===== src/rtl/pcmrx_pkg.sv =====
package pcmrx_pkg;

  localparam int unsigned SAMPLE_W = 24;
  localparam int unsigned LEN_W    = 5;
  localparam int unsigned SHORT_A  = 16;
  localparam int unsigned SHORT_B  = 20;

  typedef enum logic [1:0] {
    ALN_LSB = 2'd0,
    ALN_MSB = 2'd1,
    ALN_I2S = 2'd2
  } align_e;

  typedef struct packed {
    align_e           align;
    logic [LEN_W-1:0] wlen;
  } fmt_cfg_t;

  // Bit 2 takes priority: any code with it set is full-width right-aligned.
  function automatic fmt_cfg_t fmt_decode(input logic [2:0] code);
    fmt_cfg_t c;
    if (code[2]) begin
      c.align = ALN_LSB;
      c.wlen  = LEN_W'(SAMPLE_W);
    end else begin
      case (code[1:0])
        2'b00:   begin c.align = ALN_LSB; c.wlen = LEN_W'(SHORT_A);  end
        2'b01:   begin c.align = ALN_LSB; c.wlen = LEN_W'(SHORT_B);  end
        2'b10:   begin c.align = ALN_MSB; c.wlen = LEN_W'(SAMPLE_W); end
        default: begin c.align = ALN_I2S; c.wlen = LEN_W'(SAMPLE_W); end
      endcase
    end
    return c;
  endfunction

endpackage


===== src/rtl/pcmrx_sync.sv =====
module pcmrx_sync #(
  parameter int unsigned WIDTH  = 5,
  parameter int unsigned STAGES = 2
) (
  input  logic             clk,
  input  logic             rst_n,
  input  logic [WIDTH-1:0] async_in,
  output logic [WIDTH-1:0] sync_out,
  output logic [WIDTH-1:0] prev_out
);

  localparam int unsigned DEPTH = STAGES + 1;

  logic [WIDTH-1:0] stg_q [DEPTH];
  logic [WIDTH-1:0] stg_d [DEPTH];

  always_comb begin
    stg_d[0] = async_in;
    for (int i = 1; i < DEPTH; i++) begin
      stg_d[i] = stg_q[i-1];
    end
  end

  always_ff @(posedge clk or negedge rst_n) begin
    if (!rst_n) begin
      for (int i = 0; i < DEPTH; i++) stg_q[i] <= '0;
    end else begin
      for (int i = 0; i < DEPTH; i++) stg_q[i] <= stg_d[i];
    end
  end

  assign sync_out = stg_q[STAGES-1];
  assign prev_out = stg_q[STAGES];

endmodule


===== src/rtl/pcmrx_framer.sv =====
module pcmrx_framer
  import pcmrx_pkg::*;
#(
  parameter int unsigned CNT_W = 6
) (
  input  logic             clk,
  input  logic             rst_n,
  input  logic             bit_tick,
  input  logic             lrck_s,
  input  logic [2:0]       fmt_code,
  output logic             cap_left_o,
  output logic             cap_right_o,
  output logic             commit_o,
  output logic             use_prev_o,
  output logic [LEN_W-1:0] wlen_o,
  output logic             valid_o
);

  localparam logic [CNT_W-1:0] CNT_MAX  = '1;
  localparam logic [CNT_W-1:0] MSB_LAST = CNT_W'(SAMPLE_W);
  localparam logic [CNT_W-1:0] I2S_LAST = CNT_W'(SAMPLE_W + 1);

  fmt_cfg_t         cfg;
  logic             lr_prev_q, lr_prev_d;
  logic             primed_q, primed_d;
  logic             locked_q, locked_d;
  logic             left_seen_q, left_seen_d;
  logic             valid_q, valid_d;
  logic [CNT_W-1:0] cnt_q, cnt_d, cnt_inc, cnt_new;
  logic             edge_hit, cap_hit, half_lvl, is_left;
  logic             cap_left, cap_right, commit, use_prev;

  always_comb begin
    cfg      = fmt_decode(fmt_code);
    edge_hit = primed_q && (lrck_s != lr_prev_q);
    cnt_inc  = (cnt_q == CNT_MAX) ? cnt_q : cnt_q + 1'b1;
    cnt_new  = edge_hit ? CNT_W'(1) : cnt_inc;

    cap_hit  = 1'b0;
    half_lvl = lrck_s;
    use_prev = 1'b0;
    unique case (cfg.align)
      ALN_LSB: begin
        cap_hit  = locked_q && edge_hit;
        half_lvl = lr_prev_q;
        use_prev = 1'b1;
      end
      ALN_MSB: begin
        cap_hit = locked_q && (cnt_new == MSB_LAST);
      end
      default: begin
        if (edge_hit) begin
          cap_hit  = locked_q && (cnt_q == MSB_LAST);
          half_lvl = lr_prev_q;
        end else begin
          cap_hit = locked_q && (cnt_new == I2S_LAST);
        end
      end
    endcase

    is_left   = (cfg.align == ALN_I2S) ? ~half_lvl : half_lvl;
    cap_left  = bit_tick && cap_hit && is_left;
    cap_right = bit_tick && cap_hit && !is_left;
    commit    = cap_right && left_seen_q;
  end

  always_comb begin
    lr_prev_d   = lr_prev_q;
    primed_d    = primed_q;
    locked_d    = locked_q;
    cnt_d       = cnt_q;
    if (bit_tick) begin
      lr_prev_d = lrck_s;
      primed_d  = 1'b1;
      locked_d  = locked_q | edge_hit;
      cnt_d     = cnt_new;
    end
    left_seen_d = left_seen_q | cap_left;
    valid_d     = commit;
  end

  always_ff @(posedge clk or negedge rst_n) begin
    if (!rst_n) begin
      lr_prev_q   <= 1'b0;
      primed_q    <= 1'b0;
      locked_q    <= 1'b0;
      left_seen_q <= 1'b0;
      valid_q     <= 1'b0;
      cnt_q       <= '0;
    end else begin
      lr_prev_q   <= lr_prev_d;
      primed_q    <= primed_d;
      locked_q    <= locked_d;
      left_seen_q <= left_seen_d;
      valid_q     <= valid_d;
      cnt_q       <= cnt_d;
    end
  end

  assign cap_left_o  = cap_left;
  assign cap_right_o = cap_right;
  assign commit_o    = commit;
  assign use_prev_o  = use_prev;
  assign wlen_o      = cfg.wlen;
  assign valid_o     = valid_q;

endmodule


===== src/rtl/pcmrx_lane.sv =====
module pcmrx_lane
  import pcmrx_pkg::*;
(
  input  logic                clk,
  input  logic                rst_n,
  input  logic                bit_tick,
  input  logic                sdata_s,
  input  logic                cap_left,
  input  logic                commit,
  input  logic                use_prev,
  input  logic [LEN_W-1:0]    wlen,
  output logic [SAMPLE_W-1:0] left_q_o,
  output logic [SAMPLE_W-1:0] right_q_o
);

  logic [SAMPLE_W-1:0] shreg_q, shreg_d, shreg_sh;
  logic [SAMPLE_W-1:0] hold_q, hold_d;
  logic [SAMPLE_W-1:0] left_q, left_d, right_q, right_d;
  logic [SAMPLE_W-1:0] src, aligned;
  logic [LEN_W-1:0]    pad;

  always_comb begin
    shreg_sh = {shreg_q[SAMPLE_W-2:0], sdata_s};
    src      = use_prev ? shreg_q : shreg_sh;
    pad      = LEN_W'(SAMPLE_W) - wlen;
    aligned  = src << pad;

    shreg_d  = bit_tick ? shreg_sh : shreg_q;
    hold_d   = cap_left ? aligned : hold_q;
    left_d   = commit ? hold_q : left_q;
    right_d  = commit ? aligned : right_q;
  end

  always_ff @(posedge clk or negedge rst_n) begin
    if (!rst_n) begin
      shreg_q <= '0;
      hold_q  <= '0;
      left_q  <= '0;
      right_q <= '0;
    end else begin
      shreg_q <= shreg_d;
      hold_q  <= hold_d;
      left_q  <= left_d;
      right_q <= right_d;
    end
  end

  assign left_q_o  = left_q;
  assign right_q_o = right_q;

endmodule


===== src/rtl/pcm_serial_rx.sv =====
module pcm_serial_rx
  import pcmrx_pkg::*;
#(
  parameter int unsigned N_LANES     = 3,
  parameter int unsigned CNT_W       = 6,
  parameter int unsigned SYNC_STAGES = 2
) (
  input  logic                          clk,
  input  logic                          rst_n,
  input  logic                          bclk_i,
  input  logic                          lrclk_i,
  input  logic [N_LANES-1:0]            sdata_i,
  input  logic [2:0]                    fmt_reg_i,
  input  logic [2:0]                    fmt_pin_i,
  output logic [N_LANES*SAMPLE_W-1:0]   left_o,
  output logic [N_LANES*SAMPLE_W-1:0]   right_o,
  output logic                          valid_o
);

  localparam int unsigned SYN_W = N_LANES + 2;
  localparam int unsigned IDX_B = 0;
  localparam int unsigned IDX_L = 1;

  logic             rst_meta_q, rst_int_q;
  logic [SYN_W-1:0] syn_now, syn_prev;
  logic             bit_tick, lrck_s;
  logic [2:0]       fmt_code;
  logic             cap_left, cap_right, commit, use_prev;
  logic [LEN_W-1:0] wlen;

  always_ff @(posedge clk or negedge rst_n) begin
    if (!rst_n) begin
      rst_meta_q <= 1'b0;
      rst_int_q  <= 1'b0;
    end else begin
      rst_meta_q <= 1'b1;
      rst_int_q  <= rst_meta_q;
    end
  end

  pcmrx_sync #(
    .WIDTH  (SYN_W),
    .STAGES (SYNC_STAGES)
  ) u_sync (
    .clk      (clk),
    .rst_n    (rst_int_q),
    .async_in ({sdata_i, lrclk_i, bclk_i}),
    .sync_out (syn_now),
    .prev_out (syn_prev)
  );

  assign bit_tick = syn_now[IDX_B] & ~syn_prev[IDX_B];
  assign lrck_s   = syn_now[IDX_L];
  assign fmt_code = fmt_reg_i | fmt_pin_i;

  pcmrx_framer #(
    .CNT_W (CNT_W)
  ) u_framer (
    .clk         (clk),
    .rst_n       (rst_int_q),
    .bit_tick    (bit_tick),
    .lrck_s      (lrck_s),
    .fmt_code    (fmt_code),
    .cap_left_o  (cap_left),
    .cap_right_o (cap_right),
    .commit_o    (commit),
    .use_prev_o  (use_prev),
    .wlen_o      (wlen),
    .valid_o     (valid_o)
  );

  for (genvar k = 0; k < N_LANES; k++) begin : g_lane
    logic [SAMPLE_W-1:0] lane_l, lane_r;

    pcmrx_lane u_lane (
      .clk       (clk),
      .rst_n     (rst_int_q),
      .bit_tick  (bit_tick),
      .sdata_s   (syn_now[2+k]),
      .cap_left  (cap_left),
      .commit    (commit),
      .use_prev  (use_prev),
      .wlen      (wlen),
      .left_q_o  (lane_l),
      .right_q_o (lane_r)
    );

    assign left_o[k*SAMPLE_W +: SAMPLE_W]  = lane_l;
    assign right_o[k*SAMPLE_W +: SAMPLE_W] = lane_r;
  end

endmodule


===== config.mk =====
export PLATFORM = sky130hd
export DESIGN_NAME = pcm_serial_rx
export DESIGN_NICKNAME = d
export VERILOG_FILES = /design/src/rtl/pcmrx_pkg.sv /design/src/rtl/pcmrx_sync.sv /design/src/rtl/pcmrx_framer.sv /design/src/rtl/pcmrx_lane.sv /design/src/rtl/pcm_serial_rx.sv
export SDC_FILE = /design/constraint.sdc
export NUM_CORES = 1
export LEC_CHECK = 0
export BUFFER_PORTS_ARGS = -buffer_cell sky130_fd_sc_hd__clkbuf_2
export CORE_UTILIZATION = 58
export CTS_BUF_LIST = sky130_fd_sc_hd__clkbuf_4 sky130_fd_sc_hd__clkbuf_8 sky130_fd_sc_hd__clkbuf_16
export CTS_CLUSTER_DIAMETER = 50
export DETAILED_ROUTE_END_ITERATION = 10
export HOLD_SLACK_MARGIN = 0.08
export PLACE_DENSITY = 0.81
export SETUP_SLACK_MARGIN = 0.05
export SLEW_MARGIN = 20
export SYNTH_ARGS = -nofsm -noshare
export SYNTH_HDL_FRONTEND = slang
export SYNTH_SLANG_ARGS = --single-unit

===== constraint.sdc =====
create_clock -name clk -period 16.1 [get_ports clk]
set_input_delay 0.805 -clock clk [delete_from_list [all_inputs] [get_ports clk]]
set_output_delay 0.805 -clock clk [all_outputs]
set_load 0.05 [all_outputs]

==> impl_metrics.tcl, run 1 <==
set metrics [dict create \
    fin_crit_sh_pct 29.4 \
    root_buffer "clkbuf_16" \
    arrival_ps 5130 \
    power_density_nw_per_um2 189 \
    gp_congestion 0.888 \
    synth_largest_area_cell "dfrtp_1" \
    diodes 0 \
    leakagePower_nw 8.45 \
    fmax_mhz 211 \
    synth_flop_cell "dfrtp_1" \
    hold_slack_ps 342 \
    synth_mux_area_share_pct 17.1 \
    vias_per_cell 6.01 \
    die_w_um 161 \
    vias 11300 \
    io_pins 158 \
    cts_buffers 37 \
    max-cap-violations 0 \
    postSynthNetCount 1448 \
    relSlewSlack_pct 24.6 \
    cts_buffer_depth 3 \
    fp.coreArea_um2 24600 \
    yosys.cell_types.count 45 \
    setup_violations 0 \
    synth_top_family_by_area "multiplexers" \
    vdd_ir_drop_max_uv 161 \
    hold_class "reg2reg" \
    synth_top_area_share_pct 53.0 \
    synth.cell_area_um2 14700 \
    min_period_ps 4730 \
    required_ps 16500 \
    synth_seq_cells 312 \
    report.final.slew_viol_count 0 \
    crit_type "in2reg" \
    drc 0 \
    endpoint_kind "register" \
    synth_cells 1432 \
    tns_ps 0 \
    hpwl_um 22300 \
    drt-total-wl_um 35800 \
    preCtsSetupSlack_ps 10970 \
    worst_pin_slew_ps 1130 \
    fin_ws_ps 11370 \
    synth-xor-area-share_pct 0.238 \
    seq_area_frac_synth_pct 53.0 \
    grt_max_degree 186 \
    overflow 0 \
    clkSinkCount 312 \
    rsz0062_at_grt "no" \
    die_height_um 161 \
    critical_path.max_fanout 76 \
    finalNetCount 1545 \
    stdcell_count 1879 \
    dp.cells 1813 \
    dr.pass1.iters 6 \
    ys_warn_count 0 \
    skew_ps 29.6 \
    synthAdderAreaFrac_pct 0.255 \
    portBuffers 157 \
    drtIter0Drc 1638 \
    crit_path_start_kind "input pin" \
    htree_levels 2 \
    finalHoldViolCount 0 \
    grt_pass1_wl_um 57300 \
    layout-drive-gt1-share_pct 26.8 \
    start_util_pct 59.9 \
    area_growth_syn_to_layout_pct 14.7 \
    synthTopCellsByArea "dfrtp_1, mux2_2, nand2_1, mux2i_1, nor4_1" \
    clock_latency_ps 520 \
    grt_usage_pct 27.7 \
    grt_pass1_vias 10600 \
    rows 57 \
    antenna_found_initial 0 \
    postRouteAntennaNets 0 \
    outcome "complete, no violations" \
    wl_per_cell_um 19.0 \
    async_flop_share_pct 100 \
    synth-edff-count 0 \
    path_clk_slew_ps 60 \
    cts_tree "yes" \
    dieArea_um2 26000 \
    yosys.area_share.simple_pct 15.3 \
    synth_area_per_cell_um2 10.3 \
    synth_compound_area_share_pct 8.70 \
]
[Yosys cell counts, types with 3 or more instances]
cell,number
buf_1,6
a21oi_1,31
nor2b_1,14
a311oi_1,14
nor4_1,60
a22o_1,12
nor2_1,20
a211oi_1,12
xnor2_1,3
dfrtp_1,312
buf_4,5
a31oi_1,50
nand3_1,51
and2_1,27
mux2_4,13
buf_6,3
buf_2,21
o22a_1,12
clkbuf_1,80
inv_1,78
ha_1,3
o21ai_0,65
or2_2,26
mux2i_1,84
nand2_1,277
mux2_2,130
nand2b_1,3
[layout make-up]
type                            count  area, µm²
Sequential cell                   312       7810
Fill cell                        1761       7710
Multi-Input combinational cell    927       6170
Clock buffer                       50       1090
Timing Repair Buffer              173        921
Tap cell                          324        405
Inverter                           78        293
Clock inverter                     15        206
[worst max-delay path, stage by stage]
cell and delay, ps:
clkbuf_2 110, nor2_4 90, buf_4 460, nand2_1 670
a311oi_1 470, a311oi_1 100, nand4_1 120, buf_4 790
buf_4 940, mux2_2 430
[sequential cells by signal, summed over array words and instances, names as in the netlist]
signal / flops
g_lane.u_lane.hold_q: 72
u_sync.prev_out: 1
u_sync.stg_d: 5
u_framer.left_seen_q: 1
u_framer.locked_q: 1
u_framer.cnt_q: 6
g_lane.u_lane.right_q_o: 72
rst_meta_q: 1
u_framer.valid_o: 1
u_sync.sync_out: 5
g_lane.u_lane.shreg_q: 72
u_framer.lr_prev_q: 1
u_framer.primed_q: 1
rst_int_q: 1
g_lane.u_lane.left_q_o: 72
[routing by layer]
metal  vias to the layer above  GRT usage [%]  part of all wire [%]
met1                      5609           39.0                    42
met2                       498           44.6                    49
li1                       5132              -                     -
met4                         0           7.72                   2.0
met5                         -              0                     0
met3                        61           4.44                   7.4
[report_power, final]
group,total [W],leakage (nW),switching [W],internal (W)
sequential,0.00121,4.11,0.000180,0.00103
combinational,0.00111,3.69,0.000802,0.000312
clock,0.000871,0.650,0.000327,0.000544
total,0.00320,8.45,0.00131,0.00189
[placed cells by master (no fill, tap or decap), drive strengths merged, types with 3 or more instances in the layout]
cell type / synthesis / routed
a31oi: 50 / 50
xnor2: 3 / 3
nor2: 21 / 21
bufinv: 0 / 4
a21oi: 31 / 31
nand2b: 3 / 3
a311oi: 14 / 14
or2: 27 / 27
o22a: 12 / 12
nor2b: 14 / 14
and2: 27 / 27
clkbuf: 80 / 207
clkinv: 0 / 6
nand3: 51 / 51
nand2: 277 / 277
ha: 3 / 3
nor4: 60 / 60
mux2i: 84 / 84
buf: 35 / 15
a22o: 12 / 12
inv: 78 / 83
o21ai: 65 / 65
dfrtp: 312 / 312
mux2: 145 / 145
a211oi: 12 / 12
[worst paths after layout]
path | from | to | slack (ps) | cells past startpoint
worst max-delay path | fmt_pin_i[2] | g_lane[1].u_lane.left_q_o[18] | 11370 | 10
worst min-delay path | u_sync.stg_d[8] | u_sync.sync_out[3] | 340 | 0
worst max register to register | u_framer.cnt_q[0] | g_lane[1].u_lane.left_q_o[18] | 12160 | 9
worst min register to register | u_sync.stg_d[8] | u_sync.sync_out[3] | 340 | 0
max in group asynchronous | rst_int_q | g_lane[0].u_lane.right_q_o[7] | 14130 | 1
min in group asynchronous | rst_int_q | g_lane[2].u_lane.right_q_o[5] | 480 | 0
[cells by family (layout without fill, tap and decap cells)]
kind of cell | count (synthesis) | in the layout
AND/OR/NAND/NOR | 487 | 487
flip-flops | 312 | 312
multiplexers | 229 | 229
AO/OA/AOI/OAI | 203 | 203
buffers and inverters | 193 | 316
XOR/XNOR | 4 | 4
adder cells (fa/ha/maj) | 3 | 3
other | 1 | 1
[metrics by stage]
step	power [W]	cell area [µm²]	utilization [%]
3_3_place_gp	0.00228	15600	63.4
6_report	0.00320	16900	68.7
2_1_floorplan	0.00203	14700	-
5_1_grt	0.00333	16900	68.7
3_5_place_dp	0.00232	15600	63.4
4_1_cts	0.00321	16900	68.7
[timing repair]
action | CTS | global route
endpoints found under the setup margin | 0 | 0
gates resized for setup | 0 | 0
hold buffers | 1 | 0
setup buffers | 0 | 0
hold endpoints to repair | 2 | 0
Power figures use the tool's default switching activity.
==> run 2: changes to the inputs <==
Settings changed: CORE_UTILIZATION 58 to 53, PLACE_DENSITY 0.81 to 0.78.
Clock period 16.1 ns to 3.8 ns, I/O delays scaled along.
==> impl_metrics.tcl, run 2 (synthesis gave the netlist of run 1 again) <==
set metrics [dict create \
    vias 11200 \
    outcome "complete, no violations" \
    diodes 0 \
    fin_crit_sh_pct 77.4 \
    htree_levels 2 \
    path_clk_slew_ps 60 \
    skew_ps 21.0 \
    power_density_nw_per_um2 783 \
    grt_pass1_wl_um 56600 \
    min_period_ps 2940 \
    root_buffer "clkbuf_16" \
    layout-drive-gt1-share_pct 27.1 \
    tns_ps 0 \
    max-cap-violations 0 \
    fmax_mhz 340 \
    clkSinkCount 312 \
    area_growth_syn_to_layout_pct 15.9 \
    io_pins 158 \
    finalHoldViolCount 0 \
    grt_pass1_vias 10500 \
    leakagePower_nw 8.49 \
    relSlewSlack_pct 27.0 \
    arrival_ps 3350 \
    drc 0 \
    grtUsageMet1_pct 35.0 \
    setup_violations 0 \
    dieArea_um2 28500 \
    globalRouteMet3Util_pct 4.54 \
    slowest_delay_ps 460 \
    busiest_layer "met2" \
    dr.pass1.iters 8 \
    report.final.slew_viol_count 0 \
    antenna_found_initial 0 \
    hold_start "sdata_i[2]" \
    finalNetCount 1557 \
    r2r_slack_ps 860 \
    final_common_cell "dfrtp_1" \
    grt_max_degree 142 \
    rows 60 \
    gp_congestion 0.864 \
    worstReg2RegStart "u_framer.cnt_q[0]" \
    crit_path_start_kind "register" \
    preCtsSetupSlack_ps 539 \
    layout_common_cells "dfrtp_1, nand2_1, clkbuf_2" \
    fin_ws_ps 859 \
    n_fill_cell 2095 \
    grt_usage_pct 24.9 \
    hold_depth 2 \
    cts_buffer_depth 3 \
    hold_class "in2reg" \
    drt-total-wl_um 35200 \
    hpwl_um 23000 \
    start_util_pct 54.3 \
    worst_pin_slew_ps 1090 \
    portBuffers 157 \
    fp.coreArea_um2 27100 \
    vias_per_cell 5.77 \
    overflow 0 \
    path_cells "ha_1, and2_1, o21a_1, o211a_1, o41ai_2, and3b_4, buf_4, mux2_2" \
    endpoint_kind "register" \
    wl_per_cell_um 18.2 \
    vdd_ir_drop_max_uv 381 \
    rsz0062_at_grt "no" \
    critical_path.max_fanout 14 \
    required_ps 4210 \
    post-route-util_pct 63.0 \
    drtIter0Drc 1501 \
    hold_end "u_sync.stg_d[9]" \
    postRouteAntennaNets 0 \
    cpMaxStageDelayCell "and3b_4" \
    met2_usage_pct 39.4 \
    die_height_um 169 \
    regToRegEndpoint "g_lane[1].u_lane.hold_q[19]" \
    clock_latency_ps 520 \
    r2r_cells 8 \
    crit_type "reg2reg" \
    die_w_um 169 \
    postCtsSetupRepairBufs 0 \
    cts_buffers 37 \
    cts_tree "yes" \
]
[run 2: cell count changes in the layout (fill, tap and decap cells not counted), sizes merged]
cell and change:
clkinv +5, clkbuf +2, buf +6, bufinv -3, inv -3, dlygate4sd3 +6
clkinvlp +1
[run 2: stage by stage]
step	area, µm²	cells	hold slack [ps]	total power (W)
2_1_floorplan	14700	1432	-106	0.00860
3_3_place_gp	15800	1867	-23.8	0.00971
3_5_place_dp	15800	1867	-23.4	0.00987
4_1_cts	17100	1941	301	0.0134
5_1_grt	17100	1941	306	0.0139
6_report	17100	1941	316	0.0134
[run 2: final cells by class]
| class | count | area (µm²) | share of cell area [%] |
|---|---|---|---|
| clock buffers | 52 | 1100 | 6.44 |
| clock inverters | 15 | 154 | 0.901 |
| inverters | 78 | 293 | 1.71 |
| multi-input cells | 927 | 6160 | 36.1 |
| flip-flops and latches | 312 | 7810 | 45.7 |
| well taps | 372 | 465 | 2.73 |
| repair buffers | 185 | 1090 | 6.37 |
[run 2: how the worst max path moves through the flow]
stage / start / endpoint / depth (start not counted)
after floorplan: rst_int_q / g_lane[0].u_lane.hold_q[0] / 0
after global placement: fmt_pin_i[2] / g_lane[1].u_lane.hold_q[19] / 8
after detailed placement: fmt_pin_i[2] / g_lane[1].u_lane.hold_q[19] / 8
after CTS: u_framer.cnt_q[0] / g_lane[1].u_lane.hold_q[19] / 8
after global routing: u_framer.cnt_q[0] / g_lane[1].u_lane.hold_q[19] / 8
final: u_framer.cnt_q[0] / g_lane[1].u_lane.hold_q[19] / 8
[run 2: timing repair]
item | 4_1_cts | 5_1_grt
endpoints found under the hold margin | 7 | 0
hold buffers | 7 | 0
resized for setup | 0 | 0
[run 2: worst max-delay path, delay by kind of cell (launching register included)]
kind                       cells  cell delay, ps
AOI/OAI and AO/OA              3             820
and+or+nand+nor                2             690
DFF                            1             420
muxes                          1             350
buffers and inverters          1             300
adders and majority gates      1             250
[run 2: report_power, final]
part	leakage [nW]	switching, W	total [W]	internal, W
Sequential	4.11	0.000758	0.00513	0.00437
Clock	0.626	0.00139	0.00351	0.00212
Combinational	3.76	0.00340	0.00473	0.00133
Total	8.49	0.00555	0.0134	0.00782
[run 2: per-layer routing]
| metal | part of all wire [%] | vias up |
|---|---|---|
| met2 | 47 | 503 |
| li1 | - | 5162 |
| met3 | 7.3 | 82 |
| met5 | 0 | - |
| met4 | 2.7 | 0 |
| met1 | 43 | 5450 |
